$ cat src/rtl/trc_pkg.sv
package trc_pkg;
  typedef enum logic [1:0] {
    K_NONE  = 2'b00,
    K_INSN  = 2'b01,
    K_LOAD  = 2'b10,
    K_STORE = 2'b11
  } kind_e;

  // Returns {want_address, want_data} for one data cycle.
  function automatic logic [1:0] data_wants(input logic [2:0] mode, input logic is_store);
    logic wa, wd;
    wa = 1'b0;
    wd = 1'b0;
    case (mode)
      3'd0: wa = !is_store;
      3'd1: wa = is_store;
      3'd2: wa = 1'b1;
      3'd3: wd = !is_store;
      3'd4: begin wa = !is_store; wd = !is_store; end
      3'd5: begin wa = is_store;  wd = is_store;  end
      3'd6: begin wa = 1'b1;      wd = 1'b1;      end
      default: ;
    endcase
    return {wa, wd};
  endfunction
endpackage

$ cat src/rtl/trc_filter.sv
module trc_filter
  import trc_pkg::*;
(
  input  logic       d_store,
  input  logic [2:0] dmode,
  input  logic       single,
  output logic       want_addr,
  output logic       want_data,
  output kind_e      kind
);
  logic [1:0] w;
  always_comb begin
    w    = data_wants(dmode, d_store);
    kind = d_store ? K_STORE : K_LOAD;
    if (single) begin
      want_addr = 1'b1;
      want_data = 1'b1;
    end else begin
      want_addr = w[1];
      want_data = w[0];
    end
  end
endmodule

$ cat src/rtl/trc_ctrl.sv
module trc_ctrl (
  input  logic clk,
  input  logic rst_n,
  input  logic clear,
  input  logic cmd_start,
  input  logic cmd_stop,
  input  logic trig_mode,
  input  logic trig_start,
  input  logic trig_stop,
  input  logic single,
  input  logic sample_taken,
  input  logic full_stop,
  output logic armed,
  output logic capturing
);
  always_ff @(posedge clk or negedge rst_n) begin
    if (!rst_n) begin
      armed     <= 1'b0;
      capturing <= 1'b0;
    end else if (clear || cmd_stop || full_stop) begin
      armed     <= 1'b0;
      capturing <= 1'b0;
    end else if (cmd_start) begin
      armed     <= trig_mode;
      capturing <= !trig_mode;
    end else if (armed && trig_start) begin
      armed     <= 1'b0;
      capturing <= 1'b1;
    end else if (capturing && ((trig_mode && trig_stop) || (single && sample_taken))) begin
      capturing <= 1'b0;
    end
  end
endmodule

$ cat src/rtl/trc_writer.sv
module trc_writer
  import trc_pkg::*;
#(
  parameter int W  = 32,
  parameter int AW = 4
) (
  input  logic          clk,
  input  logic          rst_n,
  input  logic          clear,
  input  logic          stop_full,
  input  logic          ins_hit,
  input  logic [W-1:0]  ins_addr,
  input  logic          dat_hit,
  input  kind_e         dat_kind,
  input  logic          dat_wa,
  input  logic          dat_wd,
  input  logic [W-1:0]  dat_addr,
  input  logic [W-1:0]  dat_data,
  input  logic [AW-1:0] rd_addr,
  output logic [W+2:0]  rd_data,
  output logic [AW-1:0] wr_ptr,
  output logic          full,
  output logic          wrapped,
  output logic          overflow
);
  localparam int DEPTH = 1 << AW;
  localparam int EW    = W + 3;

  logic [EW-1:0] mem [DEPTH];

  // holding register: pending address / data halves of one data record
  logic          p_na, p_nd, p_ha;
  kind_e         p_kind;
  logic [W-1:0]  p_addr, p_data;

  logic          blocked, p_busy, p_free, sel_pnd, sel_new, we, ovf_evt;
  logic [EW-1:0] wdata;

  always_comb begin
    blocked = stop_full && full;
    p_busy  = p_na || p_nd;
    sel_pnd = !ins_hit && p_busy;
    sel_new = !ins_hit && !p_busy && dat_hit;
    p_free  = !p_busy || (sel_pnd && !(p_na && p_nd));
    we      = (ins_hit || sel_pnd || sel_new) && !blocked;
    ovf_evt = dat_hit && !sel_new && !p_free && !blocked;
    if (ins_hit)      wdata = {K_INSN, 1'b0, ins_addr};
    else if (sel_pnd) wdata = p_na ? {p_kind, 1'b0, p_addr} : {p_kind, p_ha, p_data};
    else              wdata = {dat_kind, 1'b0, dat_wa ? dat_addr : dat_data};
  end

  always_ff @(posedge clk) begin
    if (we) mem[wr_ptr] <= wdata;
    rd_data <= mem[rd_addr];
  end

  always_ff @(posedge clk or negedge rst_n) begin
    if (!rst_n) begin
      p_na <= 1'b0; p_nd <= 1'b0; p_ha <= 1'b0;
      p_kind <= K_NONE; p_addr <= '0; p_data <= '0;
    end else if (clear || blocked) begin
      p_na <= 1'b0; p_nd <= 1'b0;
    end else begin
      if (sel_pnd) begin
        if (p_na) p_na <= 1'b0;
        else      p_nd <= 1'b0;
      end
      if (sel_new && dat_wa && dat_wd) begin
        p_na <= 1'b0; p_nd <= 1'b1; p_ha <= 1'b1;
        p_kind <= dat_kind; p_data <= dat_data;
      end else if (dat_hit && !sel_new && p_free) begin
        p_na <= dat_wa; p_nd <= dat_wd; p_ha <= dat_wa;
        p_kind <= dat_kind; p_addr <= dat_addr; p_data <= dat_data;
      end
    end
  end

  always_ff @(posedge clk or negedge rst_n) begin
    if (!rst_n) begin
      wr_ptr <= '0; full <= 1'b0; wrapped <= 1'b0; overflow <= 1'b0;
    end else if (clear) begin
      wr_ptr <= '0; full <= 1'b0; wrapped <= 1'b0; overflow <= 1'b0;
    end else begin
      if (we) begin
        wr_ptr <= wr_ptr + 1'b1;
        if (wr_ptr == AW'(DEPTH - 1)) full <= 1'b1;
        if (full) wrapped <= 1'b1;
      end
      if (ovf_evt) overflow <= 1'b1;
    end
  end
endmodule

$ cat src/rtl/trc_capture.sv
module trc_capture
  import trc_pkg::*;
#(
  parameter int W  = 32,
  parameter int AW = 4
) (
  input  logic          clk,
  input  logic          rst_n,
  input  logic          if_valid,
  input  logic [W-1:0]  if_addr,
  input  logic          d_valid,
  input  logic          d_store,
  input  logic [W-1:0]  d_addr,
  input  logic [W-1:0]  d_data,
  input  logic          trig_start,
  input  logic          trig_stop,
  input  logic          cfg_exec_en,
  input  logic          cfg_data_en,
  input  logic [2:0]    cfg_dmode,
  input  logic          cfg_single,
  input  logic          cfg_trig_mode,
  input  logic          cfg_stop_full,
  input  logic          cmd_start,
  input  logic          cmd_stop,
  input  logic          cmd_clear,
  input  logic [AW-1:0] rd_addr,
  output logic [W+2:0]  rd_data,
  output logic [AW-1:0] wr_ptr,
  output logic          st_armed,
  output logic          st_capturing,
  output logic          st_full,
  output logic          st_wrapped,
  output logic          st_overflow
);
  logic  want_addr, want_data, ins_hit, dat_hit;
  kind_e dkind;

  trc_filter u_flt (
    .d_store  (d_store),
    .dmode    (cfg_dmode),
    .single   (cfg_single),
    .want_addr(want_addr),
    .want_data(want_data),
    .kind     (dkind)
  );

  assign ins_hit = st_capturing && cfg_exec_en && !cfg_single && if_valid;
  assign dat_hit = st_capturing && cfg_data_en && d_valid && (want_addr || want_data);

  trc_ctrl u_ctl (
    .clk         (clk),
    .rst_n       (rst_n),
    .clear       (cmd_clear),
    .cmd_start   (cmd_start),
    .cmd_stop    (cmd_stop),
    .trig_mode   (cfg_trig_mode),
    .trig_start  (trig_start),
    .trig_stop   (trig_stop),
    .single      (cfg_single),
    .sample_taken(dat_hit),
    .full_stop   (cfg_stop_full && st_full),
    .armed       (st_armed),
    .capturing   (st_capturing)
  );

  trc_writer #(.W(W), .AW(AW)) u_wr (
    .clk      (clk),
    .rst_n    (rst_n),
    .clear    (cmd_clear),
    .stop_full(cfg_stop_full),
    .ins_hit  (ins_hit),
    .ins_addr (if_addr),
    .dat_hit  (dat_hit),
    .dat_kind (dkind),
    .dat_wa   (want_addr),
    .dat_wd   (want_data),
    .dat_addr (d_addr),
    .dat_data (d_data),
    .rd_addr  (rd_addr),
    .rd_data  (rd_data),
    .wr_ptr   (wr_ptr),
    .full     (st_full),
    .wrapped  (st_wrapped),
    .overflow (st_overflow)
  );
endmodule

$ cat config.mk
export PLATFORM = sky130hd
export DESIGN_NAME = trc_capture
export DESIGN_NICKNAME = d
export VERILOG_FILES = /design/src/rtl/trc_pkg.sv /design/src/rtl/trc_filter.sv /design/src/rtl/trc_ctrl.sv /design/src/rtl/trc_writer.sv /design/src/rtl/trc_capture.sv
export SDC_FILE = /design/constraint.sdc
export NUM_CORES = 1
export LEC_CHECK = 0
export ABC_CLOCK_PERIOD_IN_PS = 5900
export BUFFER_PORTS_ARGS = -buffer_cell sky130_fd_sc_hd__buf_2
export CAP_MARGIN = 20
export CORE_ASPECT_RATIO = 1.1
export CORE_UTILIZATION = 60
export DETAILED_ROUTE_END_ITERATION = 7
export PLACE_DENSITY = 0.79
export SLEW_MARGIN = 20
export SYNTH_ARGS = -nofsm -noshare
export SYNTH_HDL_FRONTEND = slang
export SYNTH_SLANG_ARGS = --single-unit
export TNS_END_PERCENT = 10
$ cat constraint.sdc
create_clock -name clk -period 5.9 [get_ports clk]
set_clock_uncertainty 0.1 [all_clocks]
set_input_delay 0.295 -clock clk [delete_from_list [all_inputs] [get_ports clk]]
set_output_delay 0.295 -clock clk [all_outputs]
set_load 0.02 [all_outputs]
Word-level counts from Yosys, hierarchy flattened
Memory sizes are Yosys's and may differ from the RTL's. A register that Yosys moved wholly into a read port is not among the register bits.
Cells that the tools add are included.
Widths: inputs -> output; s select.
- register bits: 78
- RAM bits: 560
- bits of input ports: 118
- output and inout port bits: 44
- memories: 1
- memory list (memory ; depth ; width ; read ports ; clocked after Yosys merged registers in ; write ports ; RTL line ; RTL):
    u_wr.mem ; 16 ; 35 ; 1 ; 1 ; 1 ; trc_writer.sv:29 ; logic [EW-1:0] mem [DEPTH];
- $add $sub $neg: 1
- equality and inequality tests: 8
- mux-type cells: 43
- bitwise operators: 2
- reductions and logical operators: 59
- operators with widths (cell ; number):
    $mux 32 ; 3
    $mux 35 ; 2
    $mux 33 ; 1
    $mux 1 ; 31
    $logic_and 1x1->1 ; 23
    $reduce_bool 2->1 ; 5
    $eq 3x3->1 const B ; 3
    $logic_not 1->1 ; 9
    $logic_or 1x1->1 ; 9
    $mux 4 ; 2
    $reduce_and 2->1 ; 4
    $reduce_bool 4->1 ; 2
    $reduce_or 2->1 ; 4
    $eq 3x2->1 const B ; 2
    $pmux 1 s3 ; 2
    $add 4x1->4 const B ; 1
    $eq 4x4->1 const B ; 1
    $mux 2 ; 2
    $ne 4x4->1 const B ; 1
    $eq 3x1->1 const B ; 1
    $logic_not 3->1 ; 1
    $reduce_and 3->1 ; 1
    $reduce_bool 3->1 ; 1
    $not 1->1 ; 2

Depth between registers and ports, before layout
- depth in word-level cells: 13
- mapped depth: 8

Cells and area by module
A second synthesis with hierarchy kept.
- cell total of the unflattened synthesis: 1309
- area, all modules: 26152.6 sq um
- modules (own cells, without submodules) (module ; times used ; cells an instance ; area an instance (sq um)):
    trc_writer ; 1 ; 1286 ; 25932.4
    trc_ctrl ; 1 ; 9 ; 116.4
    trc_filter ; 1 ; 11 ; 76.3
    trc_capture ; 1 ; 3 ; 27.5

Worst setup path after synthesis
OpenSTA, ideal clock, no wires.
- kind: reg-to-reg
- start point: register u_ctl.capturing
- end point: memory u_wr.mem[7][0] (netlist name), enable pin
- setup time: 479 ps
- data arrival time: 4278 ps
- data required time: 5321 ps
- setup slack: 1043 ps
- cell stages (with the launch flop): 6
- buffers on the path: 1
- clock period less this slack: 4857 ps
- cells stage by stage: dfrtp_1 > and3_1 > clkbuf_1 > o21ai_1 > a211oi_1 > nor3b_1
- word-level cells in the longest chain between the ends: 10
- RTL lines (element ; RTL line ; RTL):
    start: declaration ; trc_ctrl.sv:14 ; output logic capturing
    start signal: assignment ; trc_ctrl.sv:25 ; capturing <= !trig_mode;
    $logic_and 1x1->1 (3 in series) ; trc_capture.sv:47 ; assign ins_hit = st_capturing && cfg_exec_en && !cfg_single && if_valid;
    $logic_not 1->1 ; trc_writer.sv:42, trc_writer.sv:43 ;
    $logic_and 1x1->1 (on tied branches) ; trc_writer.sv:42, trc_writer.sv:43 ;
    $logic_or 1x1->1 / $logic_and 1x1->1 (equally long branches) ; trc_writer.sv:45, trc_writer.sv:43 ;
    $logic_or 1x1->1 (*) ; trc_writer.sv:45 ; we = (ins_hit || sel_pnd || sel_new) && !blocked;
    $logic_and 1x1->1 (*) ; trc_writer.sv:45 ;
    $mux 1 (*) ; trc_writer.sv:53 ; if (we) mem[wr_ptr] <= wdata;
    $mux 1 (not written as such) (*) ; trc_writer.sv:53 ;
    end: declaration ; trc_writer.sv:29 ;
Mark *: on every way between the ends. The rest lies on a longest branch, timed or not.

Worst setup path after layout
- start point: register u_wr.p_na
- end point: memory u_wr.mem[5][14] (netlist name), enable pin
- word-level cells in the longest chain between the ends: 8
- RTL lines (element ; RTL line ; RTL):
    start: declaration ; trc_writer.sv:32 ; logic p_na, p_nd, p_ha;
    start signal: assignment ; trc_writer.sv:72 ; p_na <= dat_wa; p_nd <= dat_wd; p_ha <= dat_wa;
    $logic_or 1x1->1 (*) ; trc_writer.sv:41 ; p_busy = p_na || p_nd;
    $logic_not 1->1 ; trc_writer.sv:43 ; sel_new = !ins_hit && !p_busy && dat_hit;
    $logic_and 1x1->1 (2 in series) ; trc_writer.sv:43 ;
    $logic_or 1x1->1 (*) ; trc_writer.sv:45 ;
    $logic_and 1x1->1 (*) ; trc_writer.sv:45 ;
    $mux 1 (*) ; trc_writer.sv:53 ;
    $mux 1 (not written as such) (*) ; trc_writer.sv:53 ;
Marks and branches as above.

==> impl_metrics.toml <==
[run_status]
outcome = "finished, final reports clean"

[critical_path]
reg2reg_to = "u_wr.mem[5][14]$_DFFE_PP_"
r2r_slack_ps = 2350
critPathTopFamily = "simple AND/OR/NAND/NOR gates"
critPathArrivalTime_ps = 3680
crit_path_start_kind = "register"
cp_slowest_stage_delay_ps = 1110
worstSetupEndpointType = "register"
crit_buf_inv = 1
crit_chain = "buf_4 -> nor3_4 -> a211oi_1 -> and3b_2"
critPathKind = "register to register"
cp.required_ps = 6030
r2r-start = "u_wr.p_na$_DFFE_PN0P_"
crit_fanout = 75
cp_slowest_cell = "and3b_2"
reg2reg_depth = 4

[synthesis]
synth_mux_area_share_pct = 19.30
synthTopCellsByArea = "edfxtp_1, mux4_2, dfrtp_1"
synth_xor_area_share_pct = 0
avgSynthCellArea_sq_um = 20.41
synth_nets = 1430
ys.warnings.count = 0
synth-edff-count = 560
yosysTopAreaCell = "edfxtp_1"
ys.flop_type = "edfxtp_1"
yosysTopAreaCellShare_pct = 63.00
syn_area_sq_mm = 0.02669
synth-simple-area-share_pct = 2.536
synth_compound_area_share_pct = 3.454
yosysUniqueCellTypes = 54
syn_inst = 1308
synth_fa_ha_area_share_pct = 0.1875
synth-seq-cells = 673
yosysSeqAreaShare_pct = 72.93
synth_top_family_by_area = "multiplexers"
async_reset_ff_share_pct = 11.59
yosysMostFrequentCell = "edfxtp_1"
synth_common_cells = "edfxtp_1, mux4_2, dfrtp_1"

[cells_and_area]
final_layout_size_suffix_gt1_share_pct = 33.90
nets = 1671
area_growth_pct = 15.39
fillers = 2609

[global_routing]
grt_usage_pct = 27.55
grtUsageMet1_pct = 36.99
global_route.peak_usage_layer = "met2"
grtUsageMet3_pct = 4.075
grt_max_degree = 92
grt_overflow_total = 0
grt_pass1_wl_microns = 90530
grt_pass1_vias = 14720
grt.met2_usage_pct = 46.79
antenna_found_initial = 0

[detailed_routing]
firstDrtPassIters = 7
drt_iter0_markers = 1262
finalWirelength_microns = 60460
post_drt_wl_per_cell_microns = 27.77
via_per_inst = 6.338
num_vias = 13800
ant_nets = 0
drc = 0

[place]
gp_congestion = 0.7788
port_buffers = 161
dp_hpwl_microns = 30710

[pwr]
power_mw = 9.861
powerDensity_mw_per_mm2 = 320.1
switchingPower_mw = 2.106
ir_drop_uv = 364.8
p_int_mw = 7.755
p_comb_share_pct = 6.3
pwr-share-clk_pct = 39.9
p_leak_nw = 10.88
pwr-share-seq_pct = 53.8
swShare_pct = 21.35

[clocking]
cts_buffers = 61
cts_tree = "yes"
cts-root-buf = "clkbuf_16"
post_cts_buffers = 0
clk_path_buf_depth = 3
htreeDepth = 2
clk_pin_slew_ps = 60
cts_hold_buf = 73
cts.sinks = 673
cts.repair.resized = 0
clk_latency_ps = 630

[sta]
post-route-period-util_pct = 60.19
worst_pin_slew_ps = 1140
slew_viol_final = 0
finalSetupTns_ps = 0
finalSetupViolCount = 0
rsz0062_at_grt = "no"
slew_headroom_pct = 24.02
hold_viol_final = 0
fin_crit_ps = 3551
fmax_mhz = 281.6

[die]
coreArea_sq_mm = 0.04364
io_pins = 162
die_h_microns = 223.2
start_util_pct = 61.17
fp.dieW_microns = 203.1
die_area_sq_mm = 0.04534
rows = 80

[worst_hold_path]
hold_start = "cfg_single"
hold_path_class = "input pin to register"
min_to = "u_wr.p_nd$_DFFE_PN0P_"
hold_path_depth = 4

[job]
cap_violations = 0
-- cell families after synthesis --
family	after synthesis
flip-flops	673
multiplexers	276
AND/OR/NAND/NOR	139
AO/OA/AOI/OAI	133
buffers and inverters	83
adder cells (fa/ha/maj)	4
-- layout by cell type (no fill, tap or decap), types with 3 or more instances in the layout --
cell type and count:
bufinv_16 5, o21ai_0 6, and3_2 6, buf_2 158
clkinv_1 7, o211ai_1 35, mux4_2 175, clkinvlp_4 4
ha_1 4, nand3_1 6, buf_4 20, clkbuf_1 16
mux2i_1 33, nor2_1 49, buf_12 3, o21a_1 34
clkinv_2 16, a21oi_1 39, a211oi_1 5, and3b_2 4
dlygate4sd3_1 73, inv_1 6, dfrtp_1 77, mux2_4 30
edfxtp_1 560, clkbuf_16 63, nand2b_1 6, nand2_1 43
mux2_2 37, clkbuf_8 4, dfxtp_1 35
-- worst register-to-register path, cell delays in order (launching register included) --
cell      delay [ps]
dfrtp_2          340
buf_4            600
nor3_4           170
a211oi_1         810
and3b_2         1120
-- flip-flops by register name (all words and copies together), names as in the netlist, 2 cells and up --
name and flops:
u_wr.mem 560, u_wr.rd_data 35, u_wr.p_addr 32, u_wr.p_data 32
u_wr.wr_ptr 4, u_wr.p_kind 2
-- per-stage QoR --
| stage | setup slack, ps | instances | hold WS (ps) | utilization [%] | cell area [sq um] |
|---|---|---|---|---|---|
| 2_1_floorplan | 1043 | 1308 | -100.6 | - | 26690 |
| 3_3_place_gp | 2535 | 1985 | 38.40 | 64.24 | 28040 |
| 3_5_place_dp | 2373 | 1985 | 41.51 | 64.24 | 28040 |
| 4_1_cts | 2412 | 2174 | 94.09 | 70.46 | 30750 |
| 5_1_grt | 2174 | 2176 | 143.4 | 70.58 | 30800 |
| 6_report | 2349 | 2177 | 112.8 | 70.58 | 30800 |
-- layout make-up --
class / count / area (sq um) / area share, %
well taps: 574 / 718.2 / 2.332
diodes: 1 / 2.502 / 0.008124
inverters: 6 / 22.52 / 0.07311
clock buffers: 82 / 1678 / 5.447
flip-flops and latches: 673 / 19470 / 63.21
multi-input cells: 552 / 6863 / 22.28
clock inverters: 34 / 304.0 / 0.9870
repair buffers: 255 / 1745 / 5.666
-- routing by layer --
| layer | routed length, microns | share of wire (%) | up-vias |
|---|---|---|---|
| met1 | 23220 | 38 | 7195 |
| met4 | 1535 | 2.5 | 0 |
| met3 | 4299 | 7.1 | 109 |
| li1 | - | - | 5840 |
| met5 | 0 | 0 | - |
| met2 | 31410 | 52 | 654 |
-- power groups by stage --
stage | Clock [mW] | Sequential, mW | Combinational (mW)
final | 3.94 | 5.30 | 0.624
after detailed placement | 0 | 5.40 | 0.577
after CTS | 3.97 | 5.30 | 0.620
after global placement | 0 | 5.40 | 0.555
after global routing | 4.14 | 5.30 | 0.662
after floorplan | 0 | 5.42 | 0.337
-- how the worst max path moves through the flow --
stage / start / endpoint / slack, ps / cells after the start
floorplan: u_ctl.capturing$_DFFE_PN0P_ / u_wr.mem[7][0]$_DFFE_PP_ / 1040 / 5
global placement: cfg_dmode[2] / u_wr.mem[5][18]$_DFFE_PP_ / 2540 / 6
detailed placement: cfg_dmode[2] / u_wr.mem[4][18]$_DFFE_PP_ / 2370 / 6
CTS: u_wr.p_na$_DFFE_PN0P_ / u_wr.mem[6][8]$_DFFE_PP_ / 2410 / 4
global route: u_wr.p_na$_DFFE_PN0P_ / u_wr.mem[5][20]$_DFFE_PP_ / 2170 / 4
finish: u_wr.p_na$_DFFE_PN0P_ / u_wr.mem[5][14]$_DFFE_PP_ / 2350 / 4
No activity file was read; power rests on OpenSTA's default activity.
